<file path="config.mk">
export PLATFORM = sky130hd
export DESIGN_NAME = push_pull_pwm
export DESIGN_NICKNAME = d
export VERILOG_FILES = /design/src/rtl/pwm_pkg.sv /design/src/rtl/pwm_ramp.sv /design/src/rtl/pwm_shadow.sv /design/src/rtl/pwm_steer.sv /design/src/rtl/push_pull_pwm.sv
export SDC_FILE = /design/constraint.sdc
export NUM_CORES = 1
export LEC_CHECK = 0
export BUFFER_PORTS_ARGS = -buffer_cell sky130_fd_sc_hd__buf_2
export CAP_MARGIN = 20
export CORE_ASPECT_RATIO = 0.8
export CORE_MARGIN = 2
export CORE_UTILIZATION = 60
export DETAILED_ROUTE_END_ITERATION = 8
export GPL_ROUTABILITY_DRIVEN = 0
export PLACE_DENSITY = 0.88
export SKIP_CTS_REPAIR_TIMING = 1
export SLEW_MARGIN = 10
export SYNTH_ARGS = -nofsm -noshare
export SYNTH_HDL_FRONTEND = slang
export SYNTH_SLANG_ARGS = --single-unit
</file>
<file path="constraint.sdc">
create_clock -name clk -period 13.7 [get_ports clk]
set_clock_uncertainty 0.15 [all_clocks]
set_input_delay 2.055 -clock clk [delete_from_list [all_inputs] [get_ports clk]]
set_output_delay 2.055 -clock clk [all_outputs]
set_load 0.01 [all_outputs]
</file>
<file path="src/rtl/pwm_pkg.sv">
package pwm_pkg;
  typedef enum logic {
    MODE_PUSHPULL = 1'b0,
    MODE_SINGLE   = 1'b1
  } drive_mode_e;

  localparam int MIN_DEAD_NUM = 4;
  localparam int MIN_DEAD_DEN = 100;
endpackage

</file>
<file path="src/rtl/pwm_ramp.sv">
module pwm_ramp #(
  parameter int CNT_W = 16
) (
  input  logic             clk,
  input  logic             rst,
  input  logic             run,
  input  logic [CNT_W-1:0] period_s,
  output logic [CNT_W-1:0] ramp,
  output logic             wrap,
  output logic             start_q
);
  assign wrap = run && (ramp == period_s);

  always_ff @(posedge clk) begin
    if (rst || !run) begin
      ramp    <= '0;
      start_q <= 1'b0;
    end else begin
      start_q <= (ramp == '0);
      if (wrap) ramp <= '0;
      else      ramp <= ramp + 1'b1;
    end
  end
endmodule

</file>
<file path="src/rtl/pwm_shadow.sv">
module pwm_shadow
  import pwm_pkg::*;
#(
  parameter int CNT_W = 16
) (
  input  logic             clk,
  input  logic             load,
  input  logic             single_mode,
  input  logic [CNT_W-1:0] ctl_a,
  input  logic [CNT_W-1:0] ctl_b,
  input  logic [CNT_W-1:0] dead,
  input  logic [CNT_W-1:0] period,
  output logic [CNT_W-1:0] ctl_thr,
  output logic [CNT_W:0]   dead_thr,
  output logic [CNT_W-1:0] period_s,
  output drive_mode_e      mode_s
);
  localparam int PW = CNT_W + 8;

  logic [PW-1:0]    scaled;
  logic [CNT_W-1:0] min_dead;
  logic [CNT_W-1:0] ctl_max;

  // ceil(period * num / den), floor of one clock
  always_comb begin
    scaled   = ({8'd0, period} * PW'(MIN_DEAD_NUM) + PW'(MIN_DEAD_DEN - 1)) / PW'(MIN_DEAD_DEN);
    min_dead = (scaled == '0) ? CNT_W'(1) : scaled[CNT_W-1:0];
    ctl_max  = (ctl_a > ctl_b) ? ctl_a : ctl_b;
  end

  always_ff @(posedge clk) begin
    if (load) begin
      ctl_thr  <= ctl_max;
      dead_thr <= {1'b0, dead} + {1'b0, min_dead};
      period_s <= period;
      mode_s   <= single_mode ? MODE_SINGLE : MODE_PUSHPULL;
    end
  end
endmodule

</file>
<file path="src/rtl/pwm_steer.sv">
module pwm_steer
  import pwm_pkg::*;
#(
  parameter int CNT_W = 16
) (
  input  logic             clk,
  input  logic             rst,
  input  logic             run,
  input  logic             wrap,
  input  drive_mode_e      mode_s,
  input  logic [CNT_W-1:0] ramp,
  input  logic [CNT_W-1:0] ctl_thr,
  input  logic [CNT_W:0]   dead_thr,
  output logic             drive_a,
  output logic             drive_b
);
  logic tog;
  logic pulse_on;
  logic single;

  assign single   = (mode_s == MODE_SINGLE);
  assign pulse_on = (ramp > ctl_thr) && ({1'b0, ramp} > dead_thr);

  always_ff @(posedge clk) begin
    if (rst || !run) begin
      tog     <= 1'b0;
      drive_a <= 1'b0;
      drive_b <= 1'b0;
    end else begin
      if (wrap) tog <= single ? 1'b0 : ~tog;
      drive_a <= pulse_on && (single || !tog);
      drive_b <= pulse_on && (single || tog);
    end
  end
endmodule

</file>
<file path="src/rtl/push_pull_pwm.sv">
module push_pull_pwm
  import pwm_pkg::*;
#(
  parameter int CNT_W = 16
) (
  input  logic             clk,
  input  logic             rst,
  input  logic             en,
  input  logic             single_mode,
  input  logic [CNT_W-1:0] ctl_a,
  input  logic [CNT_W-1:0] ctl_b,
  input  logic [CNT_W-1:0] dead,
  input  logic [CNT_W-1:0] period,
  output logic             drive_a,
  output logic             drive_b,
  output logic             period_start
);
  logic [CNT_W-1:0] ramp;
  logic [CNT_W-1:0] period_s;
  logic [CNT_W-1:0] ctl_thr;
  logic [CNT_W:0]   dead_thr;
  drive_mode_e      mode_s;
  logic             wrap;
  logic             load;

  assign load = rst || !en || wrap;

  pwm_ramp #(.CNT_W(CNT_W)) u_ramp (
    .clk(clk), .rst(rst), .run(en), .period_s(period_s),
    .ramp(ramp), .wrap(wrap), .start_q(period_start)
  );

  pwm_shadow #(.CNT_W(CNT_W)) u_shadow (
    .clk(clk), .load(load), .single_mode(single_mode),
    .ctl_a(ctl_a), .ctl_b(ctl_b), .dead(dead), .period(period),
    .ctl_thr(ctl_thr), .dead_thr(dead_thr), .period_s(period_s), .mode_s(mode_s)
  );

  pwm_steer #(.CNT_W(CNT_W)) u_steer (
    .clk(clk), .rst(rst), .run(en), .wrap(wrap), .mode_s(mode_s),
    .ramp(ramp), .ctl_thr(ctl_thr), .dead_thr(dead_thr),
    .drive_a(drive_a), .drive_b(drive_b)
  );
endmodule

</file>
==> metrics.md, run 1 <==
| Metric | Value |
|---|---|
| First-pass GRT wire length | 32530 um |
| Setup CP Type | in -> reg |
| Core ar. | 12250 sq um |
| Yosys cell types | 107 |
| Most frequent cells in the layout | 72 x inv_1, 69 x buf_2, 66 x nand2_1, 64 x ha_1, 63 x nor2_1 |
| Slew headroom | 45.82% |
| Fin Hold WS | 356.0 ps |
| CTS tree | yes |
| Root buf cell | clkbuf_16 |
| Tcrit/Tclk final | 95.23% |
| DP Wirelength | 14940 um |
| Seq. cell area | 1902 sq um |
| Starting density of the core | 61.85% |
| Layout net count | 1090 |
| Final hold vios | 0 |
| Post-synthesis instance area | 7577 sq um |
| Post-synthesis sequential area ratio | 25.10% |
| Worst slew pin tran | 812.7 ps |
| Sw Ratio | 47.09% |
| Worst Path Max Fanout | 15 |
| Clock network power share | 12.4% |
| Clk_lat worst skew | 340 ps |
| Fillers | 938 |
| Syn-to-layout area delta | 12.43% |
| Gate power share | 71.5% |
| GRT Overall Usage | 29.48% |
| Vias in the first global route | 6676 |
| Port Buf Inserts | 70 |
| Drt wl/cell | 17.80 um |
| Share of layout cells above drive strength 1 | 18.61% |
| Outcome | finished, final reports clean |
| P_int | 1.044 mW |
| DRT iter0 DRCs | 896 |
| Final setup viols | 0 |
| Via-to-Cell Ratio | 6.501 |
| Ys Warns | 0 |
| Syn_nets | 1021 |
| GR Overflow Total | 0 |
| R2R Setup Slk | 10650 ps |
| Ys async rst share | 0% |
| Post-Route WL | 20160 um |
| Max-cap violations | 0 |
| Crit start category | input port |
| Die height | 104.5 um |
| Post-DRT Antenna Nets | 0 |
| Sequential share of power | 16.1% |
| CTS sink cnt | 70 |
| Initial antenna violation count | 0 |
| Vias | 7366 |
| Sw Pwr | 0.9291 mW |
| Post-synth top flop | edfxtp_1 |
| CP Data Required Time | 13640 ps |
| CP max-delay cell | a221o_1 |
| Largest net degree at the start of global routing | 44 |
| Register bit total from synthesis | 70 |
| Post-synth EDFFs | 50 |
| CP peak stage delay | 500 ps |
| DR DRC count | 0 |
| Max Root-Sink Buffers | 2 |
| Avg Inst Size Synth | 8.533 sq um |
| Num CTS Buffers | 9 |
| Multi-input gate area | 5365 sq um |
| Ant diodes | 0 |
| Power Density | 231.6 nW/um^2 |
| Row Count | 36 |
| Hold crit path type | reg -> reg |
| CP Capture Type | flip-flop |
| Achievable clock frequency | 0.07665 GHz |
| Period minus WS final | 13050 ps |
| Drt first pass iters | 5 |
| # IOs | 71 |
| Worst Path Arrival | 12990 ps |
| Slew Limit Fails | 0 |
| Clock transition at path regs | 50 ps |
| Die area | 13550 sq um |
| Non-Filler Instances | 1133 |
| H-tree levels | 3 |
| Syn Inst Count | 888 |
| Max rail drop VDD | 199.0 uV |
| Die X | 129.6 um |
| Most common cell after layout, fill and taps aside | inv_1 |
| Post-placement cell count | 1112 |
| Lkg Pwr | 3.656 nW |
[per-layer routing]
layer  GRT usage, %  routed length [um]  vias up
met5              0                   0        -
met4          9.370                 550        0
met3          5.607                1781       66
met2          43.12                8866      388
met1          43.59                8965     3437
li1               -                   -     3475
[final timing paths]
path	from	to	cells past startpoint
setup / recovery	period[3]	u_shadow.dead_thr[14]	47
setup reg to reg	u_ramp.ramp[1]	u_steer.drive_a	14
hold reg to reg	u_steer.tog	u_steer.drive_a	1
hold / removal	u_steer.tog	u_steer.drive_a	1
[power groups by stage]
| stage | clock [mW] | sequential (mW) | combinational (mW) |
|---|---|---|---|
| after floorplan | 0 | 0.317 | 1.09 |
| after global placement | 0 | 0.320 | 1.28 |
| after detailed placement | 0 | 0.321 | 1.31 |
| after CTS | 0.247 | 0.317 | 1.33 |
| after global routing | 0.254 | 0.320 | 1.55 |
| final | 0.245 | 0.318 | 1.41 |
[stage by stage]
stage	setup TNS (ps)	instance area (sq um)	power, mW	setup WS (ps)	utilization, %
2_1_floorplan	0	7577	1.410	1429	-
3_3_place_gp	0	8073	1.604	507.7	65.89
3_5_place_dp	0	8073	1.636	156.1	65.89
4_1_cts	0	8387	1.899	480.7	68.45
5_1_grt	-42.98	8519	2.129	-27.71	69.54
6_report	0	8519	1.973	653.2	69.54
[worst max-delay path: cells and delay by family]
kind / cells / cell delay [ps]
buf+inv: 3 / 600
simple gates: 10 / 2040
fa+ha+maj: 3 / 840
xor+xnor: 2 / 370
compound gates: 27 / 6310
mux: 2 / 730
[cell type report]
type / instances / area share (%)
clock buffer: 9 / 2.644
clock inverter: 7 / 1.043
inverter: 75 / 3.304
multi-input combinational: 719 / 62.98
sequential: 70 / 22.32
tap: 171 / 2.511
timing repair buffer: 82 / 5.199
[synthesized netlist by cell type, types with 11 or more instances]
library cell   n  share of area [%]
xor2_1        20                2.3
a211o_1       14                1.6
ha_1          64                 11
clkbuf_1      11               0.54
and2_1        14                1.2
a21oi_1       42                2.8
nand3_1       35                2.3
nor2_1        63                3.1
nand2_1       68                3.4
inv_1         72                3.6
dfxtp_1       20                5.3
nand4_1       16                1.3
nand2b_1      11               0.91
edfxtp_1      50                 20
a21o_1        21                2.1
nor3_1        26                1.7
nor4_1        12               0.99
xnor2_1       42                4.9
o21ai_0       40                2.6
[cells by family after synthesis]
group	count (synthesis)	synth area share [%]
flops	70	25.10
buf+inv	99	5.433
compound gates	271	27.82
xor+xnor	63	7.530
simple gates	303	20.76
mux	14	2.130
fa+ha+maj	68	11.23
[flip-flops by register name (all words and copies together) (netlist names)]
signal,cells
u_ramp.start_q,1
u_shadow.mode_s,1
u_steer.drive_b,1
u_ramp.ramp,16
u_steer.tog,1
u_shadow.ctl_thr,16
u_shadow.period_s,16
u_shadow.dead_thr,17
u_steer.drive_a,1
Power figures use the tool's default switching activity.
==> run 2, diff against run 1 <==
--- a/config.mk
+++ b/config.mk
@@ -8,7 +8,6 @@
 export BUFFER_PORTS_ARGS = -buffer_cell sky130_fd_sc_hd__buf_2
 export CAP_MARGIN = 20
 export CORE_ASPECT_RATIO = 0.8
-export CORE_MARGIN = 2
 export CORE_UTILIZATION = 60
 export DETAILED_ROUTE_END_ITERATION = 8
 export GPL_ROUTABILITY_DRIVEN = 0
@@ -17,4 +16,5 @@
 export SLEW_MARGIN = 10
 export SYNTH_ARGS = -nofsm -noshare
 export SYNTH_HDL_FRONTEND = slang
+export SYNTH_HIERARCHICAL = 1
 export SYNTH_SLANG_ARGS = --single-unit
==> constraint.sdc (replaced) <==
create_clock -name clk -period 13.4 [get_ports clk]
set_clock_uncertainty 0.15 [all_clocks]
set_input_delay 2.01 -clock clk [delete_from_list [all_inputs] [get_ports clk]]
set_output_delay 2.01 -clock clk [all_outputs]
set_load 0.01 [all_outputs]
==> run 2 against run 1 <==
Utilization up 4.8 points. Non-clock buffer count is 46 higher. Power is 30% higher. Highest routed layer unchanged. Clock power is 14% lower. Register-to-register slack got worse by 350 ps. Critical path type unchanged.
==> metrics.md, run 2 <==
| Metric | Value |
|---|---|
| Post-synthesis sequential area ratio | 25.13% |
| Reg2Reg Depth | 6 |
| Post-Route Utilization | 74.32% |
| Syn Inst Count | 890 |
| Multi-input gate area | 5654 sq um |
| Max rail drop VDD | 307.3 uV |
| # IOs | 71 |
| Core ar. | 12250 sq um |
| Ys async rst share | 0% |
| Syn_nets | 1023 |
| Root buf cell | clkbuf_16 |
| Hold depth | 1 |
| Max-cap violations | 0 |
| Non-Filler Instances | 1175 |
| Num CTS Buffers | 9 |
| Port Buf Inserts | 70 |
| Yosys cell types | 104 |
| Grt peak-use layer | met2 |
| Final WS setup | 91.02 ps |
| Met1 usage | 43.69% |
| Top reg by flops | u_shadow/dead_thr |
| Largest cells by area after synthesis | edfxtp_1 20%, ha_1 11%, dfxtp_1 5.3%, xnor2_1 5.0%, inv_1 3.7% |
| Final setup viols | 0 |
| Vias | 7882 |
| Clk_lat worst skew | 340 ps |
| Most frequent cells in the layout | 75 x inv_1, 69 x buf_2, 68 x nor2_1, 66 x nand2_1, 64 x ha_1 |
| Drt first pass iters | 8 |
| H-tree levels | 3 |
| Slew headroom | 31.62% |
| DP Wirelength | 15510 um |
| Post-placement cell count | 1146 |
| Most common cell after layout, fill and taps aside | inv_1 |
| Critical Path Source | period[3] |
| Crit path max-delay family | compound AO/OA/AOI/OAI gates |
| Hold_sp | u_ramp/ramp[0] |
| Seq. cell area | 1902 sq um |
| Starting density of the core | 61.77% |
| Outcome | finished, final reports clean |
| Die height | 102.5 um |
| Top-count cell post-synth | inv_1 |
| First-pass GRT wire length | 32700 um |
| Die area | 13070 sq um |
| Post-DRT Antenna Nets | 0 |
| Worst Path Arrival | 13240 ps |
| Power Density | 281.6 nW/um^2 |
| Syn-to-layout area delta | 20.30% |
| Most instantiated cells after synthesis | 75 x inv_1, 74 x nor2_1, 68 x nand2_1 |
| CTS tree | yes |
| CP peak stage delay | 500 ps |
| DR DRC count | 0 |
| Via-to-Cell Ratio | 6.708 |
| Reg2reg start | u_ramp/ramp[2] |
| Pre-CTS setup slack | -544.7 ps |
| Final hold vios | 0 |
| Hold crit path type | reg -> reg |
| RR Endpoint | u_shadow/period_s[8] |
| Vias in the first global route | 6758 |
| M3 GR Usage | 6.597% |
| Post-synthesis instance area | 7569 sq um |
| Max Root-Sink Buffers | 2 |
| CP max-delay cell | or4_4 |
| Drt wl/cell | 19.02 um |
| WP buf/inv | 8 |
| Ys Warns | 6 |
| Row Count | 36 |
| Post-synth top flop | edfxtp_1 |
| GRT Overall Usage | 31.53% |
| Lkg Pwr | 3.786 nW |
| Synth area leader | edfxtp_1 |
| Post-synth top area share | 19.84% |
| R2R Setup Slk | 10300 ps |
| Clock transition at path regs | 50 ps |
| M2 GR Usage | 49.64% |
| Period minus WS final | 13310 ps |
| DRT iter0 DRCs | 1023 |
| Tcrit/Tclk final | 99.32% |
| Setup CP Type | in -> reg |
| CP Capture Type | flip-flop |
| Ant diodes | 0 |
| Register bit total from synthesis | 70 |
| Post-Route WL | 22350 um |
| Post-synth EDFFs | 50 |
| Slew Limit Fails | 0 |
| CTS sink cnt | 70 |
| GR Overflow Total | 0 |
| Worst slew pin tran | 1018 ps |
| Layout net count | 1132 |
| Largest net degree at the start of global routing | 32 |
| Die X | 127.6 um |
| Flip-flop count of the largest register after layout | 17 |
| CP Data Required Time | 13330 ps |
| Share of layout cells above drive strength 1 | 24.40% |
| Avg Inst Size Synth | 8.504 sq um |
| WHS Endpoint | u_ramp/ramp[0] |
| Initial antenna violation count | 0 |
| Crit start category | input port |
| Fillers | 824 |
| Worst Path Max Fanout | 11 |
| Achievable clock frequency | 0.07514 GHz |
[run 2: cell types whose count changed in the layout (fill, tap and decap cells not counted), moves of 6 or more]
| cell | delta |
|---|---|
| buf_4 | +45 |
| a21o_1 | -11 |
| nand4_1 | +8 |
| nor3_1 | -8 |
| xor2_1 | +7 |
| a211o_1 | -6 |
| a211oi_2 | +6 |
| a21oi_2 | +6 |
| nand2b_1 | -6 |
[run 2: cell type report]
type | instances | share of cell area (%)
multi-input cells | 715 | 62.10
well taps | 171 | 2.350
clock buffers | 14 | 2.790
flip-flops and latches | 70 | 20.89
clock inverters | 2 | 0.08245
repair buffers | 128 | 8.699
inverters | 75 | 3.092
[run 2: per-stage QoR]
step / power, mW / cell area, sq um / hold WS, ps / setup TNS (ps)
5_1_grt: 2.736 / 9105 / 423.1 / -1587
4_1_cts: 2.284 / 8566 / 406.2 / -410.8
3_3_place_gp: 1.971 / 8304 / 351.7 / -37.08
6_report: 2.564 / 9105 / 393.5 / 0
2_1_floorplan: 1.567 / 7569 / 323.1 / 0
3_5_place_dp: 2.050 / 8304 / 388.5 / -1756
[run 2: cells by family after synthesis]
| kind of cell | count (synthesis) | synth area share (%) |
|---|---|---|
| AOI/OAI and AO/OA | 253 | 26.02 |
| xor gates and xnor gates | 71 | 8.316 |
| adders and majority gates | 68 | 11.24 |
| buffers and inverters | 107 | 6.166 |
| DFF | 70 | 25.13 |
| muxes | 15 | 2.017 |
| and+or+nand+nor | 306 | 21.11 |
[run 2: how the worst max path moves through the flow]
stage | slack [ps] | endpoint | cells past startpoint
6_report | 90 | u_shadow/dead_thr[15] | 50
5_1_grt | -450 | u_shadow/dead_thr[15] | 48
4_1_cts | -190 | u_shadow/dead_thr[14] | 48
3_5_place_dp | -540 | u_shadow/dead_thr[14] | 48
3_3_place_gp | -20 | u_shadow/dead_thr[14] | 48
2_1_floorplan | 860 | u_shadow/dead_thr[14] | 49
[run 2: report_power, final]
| part | switching, mW | total [mW] | leakage, nW | internal (mW) |
|---|---|---|---|---|
| clock | 0.0818 | 0.211 | 0.126 | 0.129 |
| combinational | 1.14 | 2.02 | 2.99 | 0.876 |
| sequential | 0.0110 | 0.333 | 0.673 | 0.322 |
| total | 1.24 | 2.56 | 3.79 | 1.33 |
[run 2: layer usage]
metal / part of all wire (%) / vias up / wire length, um
met4: 3.6 / 0 / 799
li1: - / 3573 / -
met5: 0 / - / 0
met3: 11 / 127 / 2360
met2: 45 / 591 / 10100
met1: 41 / 3591 / 9098
==> run 3, diff against run 2 <==
--- a/config.mk
+++ b/config.mk
@@ -5,6 +5,7 @@
 export SDC_FILE = /design/constraint.sdc
 export NUM_CORES = 1
 export LEC_CHECK = 0
+export ABC_AREA = 1
 export BUFFER_PORTS_ARGS = -buffer_cell sky130_fd_sc_hd__buf_2
 export CAP_MARGIN = 20
 export CORE_ASPECT_RATIO = 0.8
==> run 3 against run 2 <==
Design area fell by 14%. Via count is 16% lower. First-iteration DRC count fell by 35%. Die area down 7.1%. Flip-flop and latch count is the same. Global-route usage is 3.5 points lower.
==> metrics.md, run 3 <==
| Metric | Value |
|---|---|
| Via-to-Cell Ratio | 5.383 |
| GRT Overall Usage | 27.99% |
| CP Data Required Time | 13330 ps |
| CTS tree | yes |
| Post-synth EDFFs | 50 |
| CTS sink cnt | 70 |
| Die X | 122.9 um |
| Vias in the first global route | 5987 |
| Achievable clock frequency | 0.09231 GHz |
| Top reg by flops | u_shadow/dead_thr |
| Layout net count | 1214 |
| Syn Inst Count | 1004 |
| Num CTS Buffers | 9 |
| DRT iter0 DRCs | 670 |
| Vias | 6621 |
| Max-cap violations | 0 |
| Outcome | finished, final reports clean |
| Worst Path Arrival | 10760 ps |
| Die height | 98.75 um |
| Final hold vios | 0 |
| Row Count | 34 |
| Post-synth top flop | edfxtp_1 |
| CP Capture Type | flip-flop |
| Post-Route WL | 16430 um |
| Root buf cell | clkbuf_16 |
| M3 GR Usage | 6.366% |
| M2 GR Usage | 42.91% |
| Ys async rst share | 0% |
| Seq. cell area | 1902 sq um |
| Setup CP Type | in -> reg |
| Clk_lat worst skew | 340 ps |
| CP max-delay cell | fa_1 |
| Non-Filler Instances | 1230 |
| Cell mode on critical path | nand2_2 |
| Final setup viols | 0 |
| Post-synth top area share | 21.39% |
| Share of layout cells above drive strength 1 | 18.51% |
| Most instantiated cells after synthesis | 221 x nand2_1, 171 x inv_1, 106 x nor2_1 |
| Post-placement cell count | 1214 |
| Clock transition at path regs | 50 ps |
| Grt peak-use layer | met2 |
| Slew headroom | 37.51% |
| GR Overflow Total | 0 |
| CP peak stage delay | 420 ps |
| First-pass GRT wire length | 26830 um |
| Syn_nets | 1137 |
| Syn-to-layout area delta | 11.64% |
| RR Endpoint | u_shadow/dead_thr[13] |
| Tcrit/Tclk final | 80.84% |
| Drt wl/cell | 13.36 um |
| Die area | 12140 sq um |
| Hold depth | 1 |
| Ant diodes | 0 |
| Post-Route Utilization | 70.32% |
| Synth area leader | edfxtp_1 |
| Pre-CTS setup slack | 2383 ps |
| Final WS setup | 2567 ps |
| DR DRC count | 0 |
| Drt first pass iters | 6 |
| Register bit total from synthesis | 70 |
| Top-count cell post-synth | nand2_1 |
| Period minus WS final | 10830 ps |
| Multi-input gate area | 4413 sq um |
| Hold_sp | u_ramp/ramp[0] |
| Starting density of the core | 62.99% |
| Slew Limit Fails | 0 |
| RSZ-0062 raised after global routing | false |
| DP Wirelength | 12790 um |
| Flip-flop count of the largest register after layout | 17 |
| Post-synthesis sequential area ratio | 27.09% |
| Most frequent cells in the layout | 221 x nand2_1, 171 x inv_1, 106 x nor2_1, 70 x buf_2, 66 x nand3_1 |
| Port Buf Inserts | 70 |
| Most common cell after layout, fill and taps aside | nand2_1 |
| R2R Setup Slk | 10620 ps |
| Crit start category | input port |
| Yosys cell types | 42 |
| Largest cells by area after synthesis | edfxtp_1 21%, nand2_1 12%, ha_1 11%, inv_1 9.1%, dfxtp_1 5.7% |
| Met1 usage | 39.22% |
| Avg Inst Size Synth | 6.993 sq um |
| Post-DRT Antenna Nets | 0 |
| WHS Endpoint | u_ramp/ramp[0] |
| Reg2reg start | u_ramp/ramp[9] |
| Max Root-Sink Buffers | 2 |
| Worst Path Max Fanout | 9 |
| Ys Warns | 6 |
| Worst slew pin tran | 935.1 ps |
| Reg2Reg Depth | 9 |
| H-tree levels | 3 |
| Initial antenna violation count | 0 |
| Hold crit path type | reg -> reg |
| # IOs | 71 |
| Setup TNS | 0 ps |
| Core ar. | 11150 sq um |
| Critical Path Source | period[3] |
| Fillers | 884 |
| Post-synthesis instance area | 7020 sq um |
| Largest net degree at the start of global routing | 34 |
run 3: logic make-up after synthesis:
family | after synthesis | synth area share (%)
buf+inv | 187 | 10.12
flops | 70 | 27.09
simple gates | 548 | 38.66
fa+ha+maj | 65 | 11.69
compound gates | 95 | 7.468
xor+xnor | 39 | 4.972
run 3: per-layer routing:
layer	routed length (um)	part of all wire, %
met1	7568	46
met2	7239	44
met5	0	0
met4	214	1.3
met3	1412	8.6
run 3: worst max path at each step:
| stage | to | slack [ps] | cells after the start |
|---|---|---|---|
| after CTS | u_shadow/dead_thr[14] | 2720 | 68 |
| after detailed placement | u_shadow/dead_thr[14] | 2380 | 70 |
| after floorplan | u_shadow/dead_thr[14] | 3630 | 68 |
| final | u_shadow/dead_thr[14] | 2570 | 68 |
| after global placement | u_shadow/dead_thr[14] | 2780 | 71 |
| after global routing | u_shadow/dead_thr[16] | 1750 | 71 |
run 3: through the flow:
| step | instance area, sq um | hold slack, ps |
|---|---|---|
| 2_1_floorplan | 7020 | 331.9 |
| 5_1_grt | 7838 | 422.2 |
| 3_5_place_dp | 7536 | 373.0 |
| 3_3_place_gp | 7536 | 369.2 |
| 6_report | 7838 | 388.1 |
| 4_1_cts | 7838 | 389.8 |
run 3: layout make-up:
type	count	area share, %
clock buffers	16	3.847
inverters	182	8.716
multi-input cells	747	56.31
flip-flops and latches	70	24.27
well taps	144	2.299
repair buffers	71	4.566
run 3: worst max-delay path: cells and delay by family:
family	cells	cell delay (ps)
adders and majority gates	3	930
and+or+nand+nor	52	5680
buffers and inverters	4	500
xor gates and xnor gates	1	160
AOI/OAI and AO/OA	8	1460
Power of run 3 is left out: the tool's default activity adds up to more than one toggle a clock period on the data nets, which glitch-free logic cannot reach.
